### config.mk
export PLATFORM = sky130hd
export DESIGN_NAME = ifp_predecode
export DESIGN_NICKNAME = d
export VERILOG_FILES = /design/src/rtl/ifp_pkg.sv /design/src/rtl/ifp_field_decode.sv /design/src/rtl/ifp_collect.sv /design/src/rtl/ifp_predecode.sv
export SDC_FILE = /design/constraint.sdc
export NUM_CORES = 1
export LEC_CHECK = 0
export ABC_AREA = 1
export BUFFER_PORTS_ARGS = -buffer_cell sky130_fd_sc_hd__buf_2
export CORE_MARGIN = 3
export CORE_UTILIZATION = 35
export CTS_CLUSTER_SIZE = 40
export DETAILED_ROUTE_END_ITERATION = 12
export GPL_ROUTABILITY_DRIVEN = 0
export PLACE_DENSITY_LB_ADDON = 0.05
export RECOVER_POWER = 50
export SLEW_MARGIN = 0
export SYNTH_ARGS = -nofsm -noshare
export SYNTH_HDL_FRONTEND = slang
export SYNTH_SLANG_ARGS = --single-unit
export TNS_END_PERCENT = 100
### constraint.sdc
create_clock -name clk -period 6 [get_ports clk]
set_input_delay 1.5 -clock clk [delete_from_list [all_inputs] [get_ports clk]]
set_output_delay 1.5 -clock clk [all_outputs]
set_load 0.02 [all_outputs]
### src/rtl/ifp_pkg.sv
package ifp_pkg;

  localparam int WORD_W    = 16;
  localparam int IMM_BYTES = 4;
  localparam int IMM_W     = IMM_BYTES * 8;
  localparam int LEN_W     = 3;

  typedef enum logic [3:0] {
    CL_NONE    = 4'd0,
    CL_A       = 4'd1,
    CL_AB      = 4'd2,
    CL_AIMM    = 4'd3,
    CL_IMM     = 4'd4,
    CL_IMMA    = 4'd5,
    CL_DISP    = 4'd6,
    CL_REGIMM8 = 4'd7,
    CL_BRANCH  = 4'd8,
    CL_ILLEGAL = 4'd15
  } ifp_class_e;

  function automatic ifp_class_e ifp_classify(input logic [WORD_W-1:0] w);
    ifp_class_e c;
    if (!w[15]) begin
      case (w[14:8]) inside
        7'h00, 7'h04, 7'h35:                      c = CL_NONE;
        7'h19, 7'h25:                             c = CL_A;
        7'h01, 7'h08, 7'h1B, 7'h1D, 7'h20, 7'h22: c = CL_AIMM;
        7'h03, 7'h1A, 7'h30:                      c = CL_IMM;
        7'h09, 7'h1F, 7'h24:                      c = CL_IMMA;
        7'h0C, 7'h0D, [7'h36:7'h39]:              c = CL_DISP;
        [7'h0F:7'h18], [7'h3A:7'h7F]:             c = CL_ILLEGAL;
        default:                                  c = CL_AB;
      endcase
    end else if (!w[14]) begin
      c = CL_REGIMM8;
    end else begin
      c = (w[13:10] > 4'h9) ? CL_ILLEGAL : CL_BRANCH;
    end
    return c;
  endfunction

  function automatic logic ifp_has_imm(input ifp_class_e c);
    return c inside {CL_AIMM, CL_IMM, CL_IMMA, CL_DISP};
  endfunction

endpackage

### src/rtl/ifp_field_decode.sv
module ifp_field_decode
  import ifp_pkg::*;
#(
  parameter int ADDR_W = 32
) (
  input  logic [WORD_W-1:0] word_i,
  input  logic [ADDR_W-1:0] addr_i,
  output ifp_class_e        cls_o,
  output logic [6:0]        opcode_o,
  output logic [3:0]        rega_o,
  output logic [3:0]        regb_o,
  output logic [7:0]        imm8_o,
  output logic [ADDR_W-1:0] target_o
);

  localparam int EXT_W = ADDR_W - 11;

  logic [ADDR_W-1:0] rel_ofs;

  always_comb begin
    cls_o    = ifp_classify(word_i);
    rel_ofs  = {{EXT_W{word_i[9]}}, word_i[9:0], 1'b0};
    opcode_o = '0;
    rega_o   = '0;
    regb_o   = '0;
    imm8_o   = '0;
    target_o = '0;
    if (!word_i[15]) begin
      opcode_o = word_i[14:8];
      rega_o   = word_i[7:4];
      regb_o   = word_i[3:0];
    end else if (!word_i[14]) begin
      opcode_o = {5'd0, word_i[13:12]};
      rega_o   = word_i[11:8];
      imm8_o   = word_i[7:0];
    end else begin
      opcode_o = {3'd0, word_i[13:10]};
      target_o = addr_i + ADDR_W'(2) + rel_ofs;
    end
  end

endmodule

### src/rtl/ifp_collect.sv
module ifp_collect
  import ifp_pkg::*;
#(
  parameter int                ADDR_W     = 32,
  parameter logic [ADDR_W-1:0] RESET_ADDR = '0
) (
  input  logic              clk,
  input  logic              rst_n,
  input  logic              flush_i,
  input  logic [ADDR_W-1:0] flush_addr_i,
  input  logic              byte_valid_i,
  input  logic [7:0]        byte_data_i,
  output logic              byte_ready_o,
  output logic              out_valid_o,
  input  logic              out_ready_i,
  output logic [WORD_W-1:0] out_word_o,
  output logic [IMM_W-1:0]  out_imm_o,
  output logic [LEN_W-1:0]  out_len_o,
  output logic [ADDR_W-1:0] out_addr_o
);

  localparam int LAST    = 1 + IMM_BYTES;
  localparam int CNT_W   = $clog2(LAST + 1);
  localparam int PART_W  = (IMM_BYTES - 1) * 8;
  localparam int LONG_LEN = 2 + IMM_BYTES;

  logic [CNT_W-1:0]  cnt_q, cnt_d;
  logic [7:0]        hi_q, hi_d;
  logic [WORD_W-1:0] word_q, word_d;
  logic [PART_W-1:0] part_q, part_d;
  logic [ADDR_W-1:0] pc_q, pc_d;
  logic              vld_q, vld_d;
  logic [WORD_W-1:0] ow_q, ow_d;
  logic [IMM_W-1:0]  oi_q, oi_d;
  logic [LEN_W-1:0]  ol_q, ol_d;
  logic [ADDR_W-1:0] oa_q, oa_d;
  logic [WORD_W-1:0] cand;
  logic              take;

  assign byte_ready_o = !flush_i && (!vld_q || out_ready_i);
  assign take         = byte_valid_i && byte_ready_o;
  assign cand         = {hi_q, byte_data_i};

  always_comb begin
    cnt_d  = cnt_q;
    hi_d   = hi_q;
    word_d = word_q;
    part_d = part_q;
    pc_d   = pc_q;
    vld_d  = vld_q && !out_ready_i;
    ow_d   = ow_q;
    oi_d   = oi_q;
    ol_d   = ol_q;
    oa_d   = oa_q;
    if (flush_i) begin
      cnt_d = '0;
      pc_d  = flush_addr_i;
      vld_d = 1'b0;
    end else if (take) begin
      if (cnt_q == '0) begin
        hi_d  = byte_data_i;
        cnt_d = CNT_W'(1);
      end else if (cnt_q == CNT_W'(1)) begin
        if (ifp_has_imm(ifp_classify(cand))) begin
          word_d = cand;
          cnt_d  = CNT_W'(2);
        end else begin
          ow_d  = cand;
          oi_d  = '0;
          ol_d  = LEN_W'(2);
          oa_d  = pc_q;
          pc_d  = pc_q + ADDR_W'(2);
          vld_d = 1'b1;
          cnt_d = '0;
        end
      end else if (cnt_q == CNT_W'(LAST)) begin
        ow_d  = word_q;
        oi_d  = {part_q, byte_data_i};
        ol_d  = LEN_W'(LONG_LEN);
        oa_d  = pc_q;
        pc_d  = pc_q + ADDR_W'(LONG_LEN);
        vld_d = 1'b1;
        cnt_d = '0;
      end else begin
        part_d = {part_q[PART_W-9:0], byte_data_i};
        cnt_d  = cnt_q + CNT_W'(1);
      end
    end
  end

  always_ff @(posedge clk or negedge rst_n) begin
    if (!rst_n) begin
      cnt_q <= '0;
      pc_q  <= RESET_ADDR;
      vld_q <= 1'b0;
    end else begin
      cnt_q <= cnt_d;
      pc_q  <= pc_d;
      vld_q <= vld_d;
    end
  end

  always_ff @(posedge clk) begin
    if (take) begin
      hi_q   <= hi_d;
      word_q <= word_d;
      part_q <= part_d;
      ow_q   <= ow_d;
      oi_q   <= oi_d;
      ol_q   <= ol_d;
      oa_q   <= oa_d;
    end
  end

  assign out_valid_o = vld_q;
  assign out_word_o  = ow_q;
  assign out_imm_o   = oi_q;
  assign out_len_o   = ol_q;
  assign out_addr_o  = oa_q;

  // a stalled record stays put
  a_r9_record_held: assert property (@(posedge clk) disable iff (!rst_n)
    vld_q && !out_ready_i && !flush_i |=> vld_q && $stable(ow_q) && $stable(oa_q) && $stable(oi_q));

  // only two lengths ever leave
  a_r4_len_two_or_six: assert property (@(posedge clk) disable iff (!rst_n)
    vld_q |-> (ol_q == LEN_W'(2)) || (ol_q == LEN_W'(LONG_LEN)));

  // the byte counter never passes the last immediate byte
  a_r4_count_range: assert property (@(posedge clk) disable iff (!rst_n)
    cnt_q <= CNT_W'(LAST));

  // a flush leaves no record and no partial bytes
  a_r8_flush_clears: assert property (@(posedge clk) disable iff (!rst_n)
    flush_i |=> !vld_q && (cnt_q == '0));

endmodule

### src/rtl/ifp_predecode.sv
module ifp_predecode
  import ifp_pkg::*;
#(
  parameter int                ADDR_W     = 32,
  parameter logic [ADDR_W-1:0] RESET_ADDR = '0
) (
  input  logic              clk,
  input  logic              rst_n,
  input  logic              flush_i,
  input  logic [ADDR_W-1:0] flush_addr_i,
  input  logic              byte_valid_i,
  input  logic [7:0]        byte_data_i,
  output logic              byte_ready_o,
  output logic              ins_valid_o,
  input  logic              ins_ready_i,
  output logic [ADDR_W-1:0] ins_addr_o,
  output logic [15:0]       ins_word_o,
  output logic [31:0]       ins_imm_o,
  output logic [2:0]        ins_len_o,
  output logic [3:0]        ins_class_o,
  output logic [6:0]        ins_opcode_o,
  output logic [3:0]        ins_rega_o,
  output logic [3:0]        ins_regb_o,
  output logic [7:0]        ins_imm8_o,
  output logic [ADDR_W-1:0] ins_target_o,
  output logic              ins_illegal_o
);

  ifp_class_e cls;

  ifp_collect #(.ADDR_W(ADDR_W), .RESET_ADDR(RESET_ADDR)) u_collect (
    .clk         (clk),
    .rst_n       (rst_n),
    .flush_i     (flush_i),
    .flush_addr_i(flush_addr_i),
    .byte_valid_i(byte_valid_i),
    .byte_data_i (byte_data_i),
    .byte_ready_o(byte_ready_o),
    .out_valid_o (ins_valid_o),
    .out_ready_i (ins_ready_i),
    .out_word_o  (ins_word_o),
    .out_imm_o   (ins_imm_o),
    .out_len_o   (ins_len_o),
    .out_addr_o  (ins_addr_o)
  );

  ifp_field_decode #(.ADDR_W(ADDR_W)) u_fields (
    .word_i  (ins_word_o),
    .addr_i  (ins_addr_o),
    .cls_o   (cls),
    .opcode_o(ins_opcode_o),
    .rega_o  (ins_rega_o),
    .regb_o  (ins_regb_o),
    .imm8_o  (ins_imm8_o),
    .target_o(ins_target_o)
  );

  assign ins_class_o   = cls;
  assign ins_illegal_o = (cls == CL_ILLEGAL);

  // the length chosen while collecting agrees with the class
  a_r4_len_matches_class: assert property (@(posedge clk) disable iff (!rst_n)
    ins_valid_o |-> ((ins_len_o == 3'd6) == ifp_has_imm(cls)));

  // illegal encodings are always short
  a_r6_illegal_short: assert property (@(posedge clk) disable iff (!rst_n)
    ins_valid_o && ins_illegal_o |-> ins_len_o == 3'd2);

  // a branch target keeps the halfword alignment of its start address
  a_r3_target_parity: assert property (@(posedge clk) disable iff (!rst_n)
    ins_valid_o && ins_word_o[15] && ins_word_o[14] |-> ins_target_o[0] == ins_addr_o[0]);

endmodule

==> key figures <==
Clocking
  – CTS tree: built
  – Root buffer cell: clkbuf_16
  – Number of H-tree levels: 4
  – Buffer depth of the longest clock path: 2
  – Setup repair bufs after CTS: 0
  – Clock tree sinks: 165
  – CTS buffer count: 17
  – CTS resizes: 0
  – Clk_lat worst skew: 0.44 ns
  – Post-CTS Hold Buffers: 0
  – Reg clk slew, reported paths: 0.08 ns

Synthesis
  – Seq/Total Area, Yosys: 45.9%
  – Combinational family with the most area after synthesis: simple AND/OR/NAND/NOR gates
  – Seq cells post-synth: 165
  – Area contributors post-synth: edfxtp_1 (37%), nand2_1 (17%), dfrtp_1 (8.7%), ha_1 (7.2%), nor2_1 (6.5%)
  – Synth top area share: 37.2%
  – Count leader, synth: nand2_1
  – Most common flop cell mapped by yosys: edfxtp_1
  – Synth unique cells: 43
  – Compound-Gate Fraction of Synth Area: 6.64%
  – Syn avg cell area: 7.67 sq um
  – Cell Area, Synth: 10400 sq um
  – Post-synth EDFFs: 129
  – Synth Instances: 1357
  – Post-Synth Simple-Gate Area: 31.6%
  – Adder and majority cell fraction of the synthesized area: 7.60%
  – Area leader, netlist: edfxtp_1
  – Synth Area in XOR/XNOR: 0.589%
  – Mux contribution to synthesized area: 0%
  – Synthesis Warnings: 0
  – Most instantiated cells after synthesis: nand2_1 (466), nor2_1 (181), inv_1 (165)
  – Syn_nets: 1464
  – Post-synth ARST share: 21.8%

Timing
  – # setup viols final: 0
  – Tcrit/Tclk final: 86.3%
  – Final Hold Fails: 0
  – Post-Route Skew: 0.0195 ns
  – Worst Max-Slew Pin Slew: 2.58 ns
  – Final Critical Period: 5.18 ns
  – Max Slew Vio Count: 73
  – RSZ-0062 raised after global routing: false
  – Worst rel slew slack: -72.4%
  – TNS Setup: 0 ns
  – F_max: 193 MHz

Worst setup path
  – Crit path capture type: output pin
  – R2R Path End: u_collect.pc_q[15]$_DFFE_PN0P_
  – Worst r2r src: u_collect.cnt_q[1]$_DFFE_PN0P_
  – WP buf/inv: 1
  – Crit path kind: reg -> out
  – R2r setup slk: 0.90 ns
  – CP top delay family: flip-flops
  – Critical Path Source Type: flip-flop
  – Worst setup startpoint: u_collect.out_word_o[9]$_DFFE_PP_
  – Crit-path max FO: 30
  – Crit path required time: 4.50 ns
  – R2r worst-path depth: 14
  – Cells along the critical path: ha_1 -> ha_1 -> nand2_1 -> nor2_1 -> nand2_1 -> nand3_1 -> o21ai_0 -> a21oi_1 -> buf_2
  – Slowest CP cell: edfxtp_1
  – Critical path arrival: 3.68 ns
  – Worst path max stage delay: 1.15 ns

Min path
  – Worst Hold End: u_collect.part_q[13]$_DFFE_PP_
  – Worst Hold Launch: u_collect.part_q[5]$_DFFE_PP_
  – Hold Crit Depth: 0
  – Worst Hold Class: reg -> reg

Finish
  – P&R area growth vs syn: 17.8%
  – Diode count: 0
  – FILL cells: 3113
  – Fraction of layout cells with a size suffix above 1: 11.2%
  – Nets: 1646
  – Reg area: 4770 sq um
  – Area of the multi-input gates: 4820 sq um

Power and ir drop
  – Peak supply drop: 161 uV
  – Sw Pwr: 0.00156 W
  – Switch share: 39.4%
  – Power share of the clock group: 29.3%
  – Comb power frac: 31.1%
  – P_leak: 5.85 nW
  – Total chip power: 0.00395 W
  – Reg power frac: 39.6%
  – Power per cell area: 322 nW/um^2
  – Internal: 0.00239 W

GRT
  – Pin count of the biggest net entering global routing: 52
  – GRT Overall Usage: 19.2%
  – Initial antenna violation count: 0
  – Total global routing overflow: 0
  – First-pass GRT wire length: 47100 um
  – Vias in the first global route: 8375

Routing
  – Drt wl/cell: 16.0 um
  – Drt total wl: 31000 um
  – Via density per instance: 4.72
  – Antenna viol nets, final: 0
  – Via count: 9134
  – Iteration-0 DRC Markers: 621
  – DRC: 0
  – TritonRoute pass-1 iters: 5

Outcome
  – Failing checks: capacitance limit, slew limit
  – Status: finished with violations

Die
  – Die Wd: 178 um
  – Core area: 29000 sq um
  – Vertical die dimension: 178 um
  – I/O Pins: 190
  – Num rows: 62
  – Initial Util: 35.9%
  – Die area: 31800 sq um

Placed design
  – I/O Buffers: 187
  – Final HPWL DP: 23700 um

Job
  – Max-Cap Viols: 2
-- per-layer routing --
layer | vias to the layer above | global-route usage (%) | wire length [um]
li1 | 4736 | - | -
met1 | 4122 | 28.9 | 15500
met2 | 258 | 29.2 | 13500
met3 | 18 | 2.92 | 1760
met4 | 0 | 4.29 | 273
met5 | - | 0 | 0
-- power by group through the flow --
| stage | clock network, W | registers, W | logic [W] |
|---|---|---|---|
| detailed placement | 0 | 0.00159 | 0.00125 |
| CTS | 0.00118 | 0.00157 | 0.00125 |
| floorplan | 0 | 0.00159 | 0.000832 |
| finish | 0.00116 | 0.00156 | 0.00123 |
| global placement | 0 | 0.00159 | 0.00125 |
| global route | 0.00123 | 0.00159 | 0.00140 |
-- sequential cells by signal (all words and copies together), names as in the netlist --
| name | flops |
|---|---|
| u_collect.out_len_o | 1 |
| u_collect.out_word_o | 16 |
| u_collect.hi_q | 8 |
| u_collect.part_q | 24 |
| u_collect.word_q | 16 |
| u_collect.out_addr_o | 32 |
| u_collect.out_imm_o | 32 |
| u_collect.pc_q | 32 |
| u_collect.cnt_q | 3 |
| u_collect.out_valid_o | 1 |
-- worst max path at each step --
stage / end / slack [ns] / depth (start not counted)
2_1_floorplan: u_collect.part_q[0]$_DFFE_PP_ / 1.65 / 6
3_3_place_gp: ins_target_o[12] / 1.31 / 9
3_5_place_dp: ins_target_o[12] / 1.31 / 9
4_1_cts: ins_target_o[12] / 0.83 / 9
5_1_grt: u_collect.pc_q[28]$_DFFE_PN0P_ / 0.29 / 16
6_report: ins_target_o[12] / 0.82 / 9
-- stage by stage --
stage	instances	area, sq um	hold WS, ns	setup WS (ns)	util [%]
after floorplan	1357	10400	0.425	1.65	-
after global placement	1904	11700	0.429	1.31	40.4
after detailed placement	1904	11700	0.433	1.31	40.4
after CTS	1936	12400	0.451	0.829	42.6
after global routing	1936	12300	0.462	0.289	42.2
final	1936	12300	0.447	0.821	42.2
-- kinds of logic (layout without fill, tap and decap cells) --
group	Yosys count	in the layout
and+or+nand+nor	792	792
buffers and inverters	204	399
DFF	165	165
AOI/OAI and AO/OA	125	125
adders and majority gates	62	62
xor gates and xnor gates	7	7
other	2	2
-- worst register-to-register path: cells and delay by family, from the launching register on --
family                     cells  cell delay, ns
and+or+nand+nor               10            2.85
buffers and inverters          3            1.04
adders and majority gates      1            0.67
DFF                            1            0.42
-- cell type report --
class,count,share of cell area (%)
Tap cell,384,3.92
Inverter,173,5.31
Sequential cell,165,39.0
Timing Repair Buffer,194,7.26
Clock buffer,17,3.47
Multi-Input combinational cell,988,39.4
Clock inverter,15,1.71
-- placed cells by master (no fill, tap or decap), drive strengths merged, types with 36 or more instances in the layout --
cell type / synthesis / final
inv: 172 / 178
dfrtp: 36 / 36
nand3: 90 / 90
edfxtp: 129 / 129
a21oi: 55 / 55
nand2: 469 / 469
ha: 60 / 60
buf: 16 / 115
clkbuf: 15 / 96
o21ai: 43 / 43
nor2: 190 / 190
Note: power is estimated with default switching activity, not from simulation.
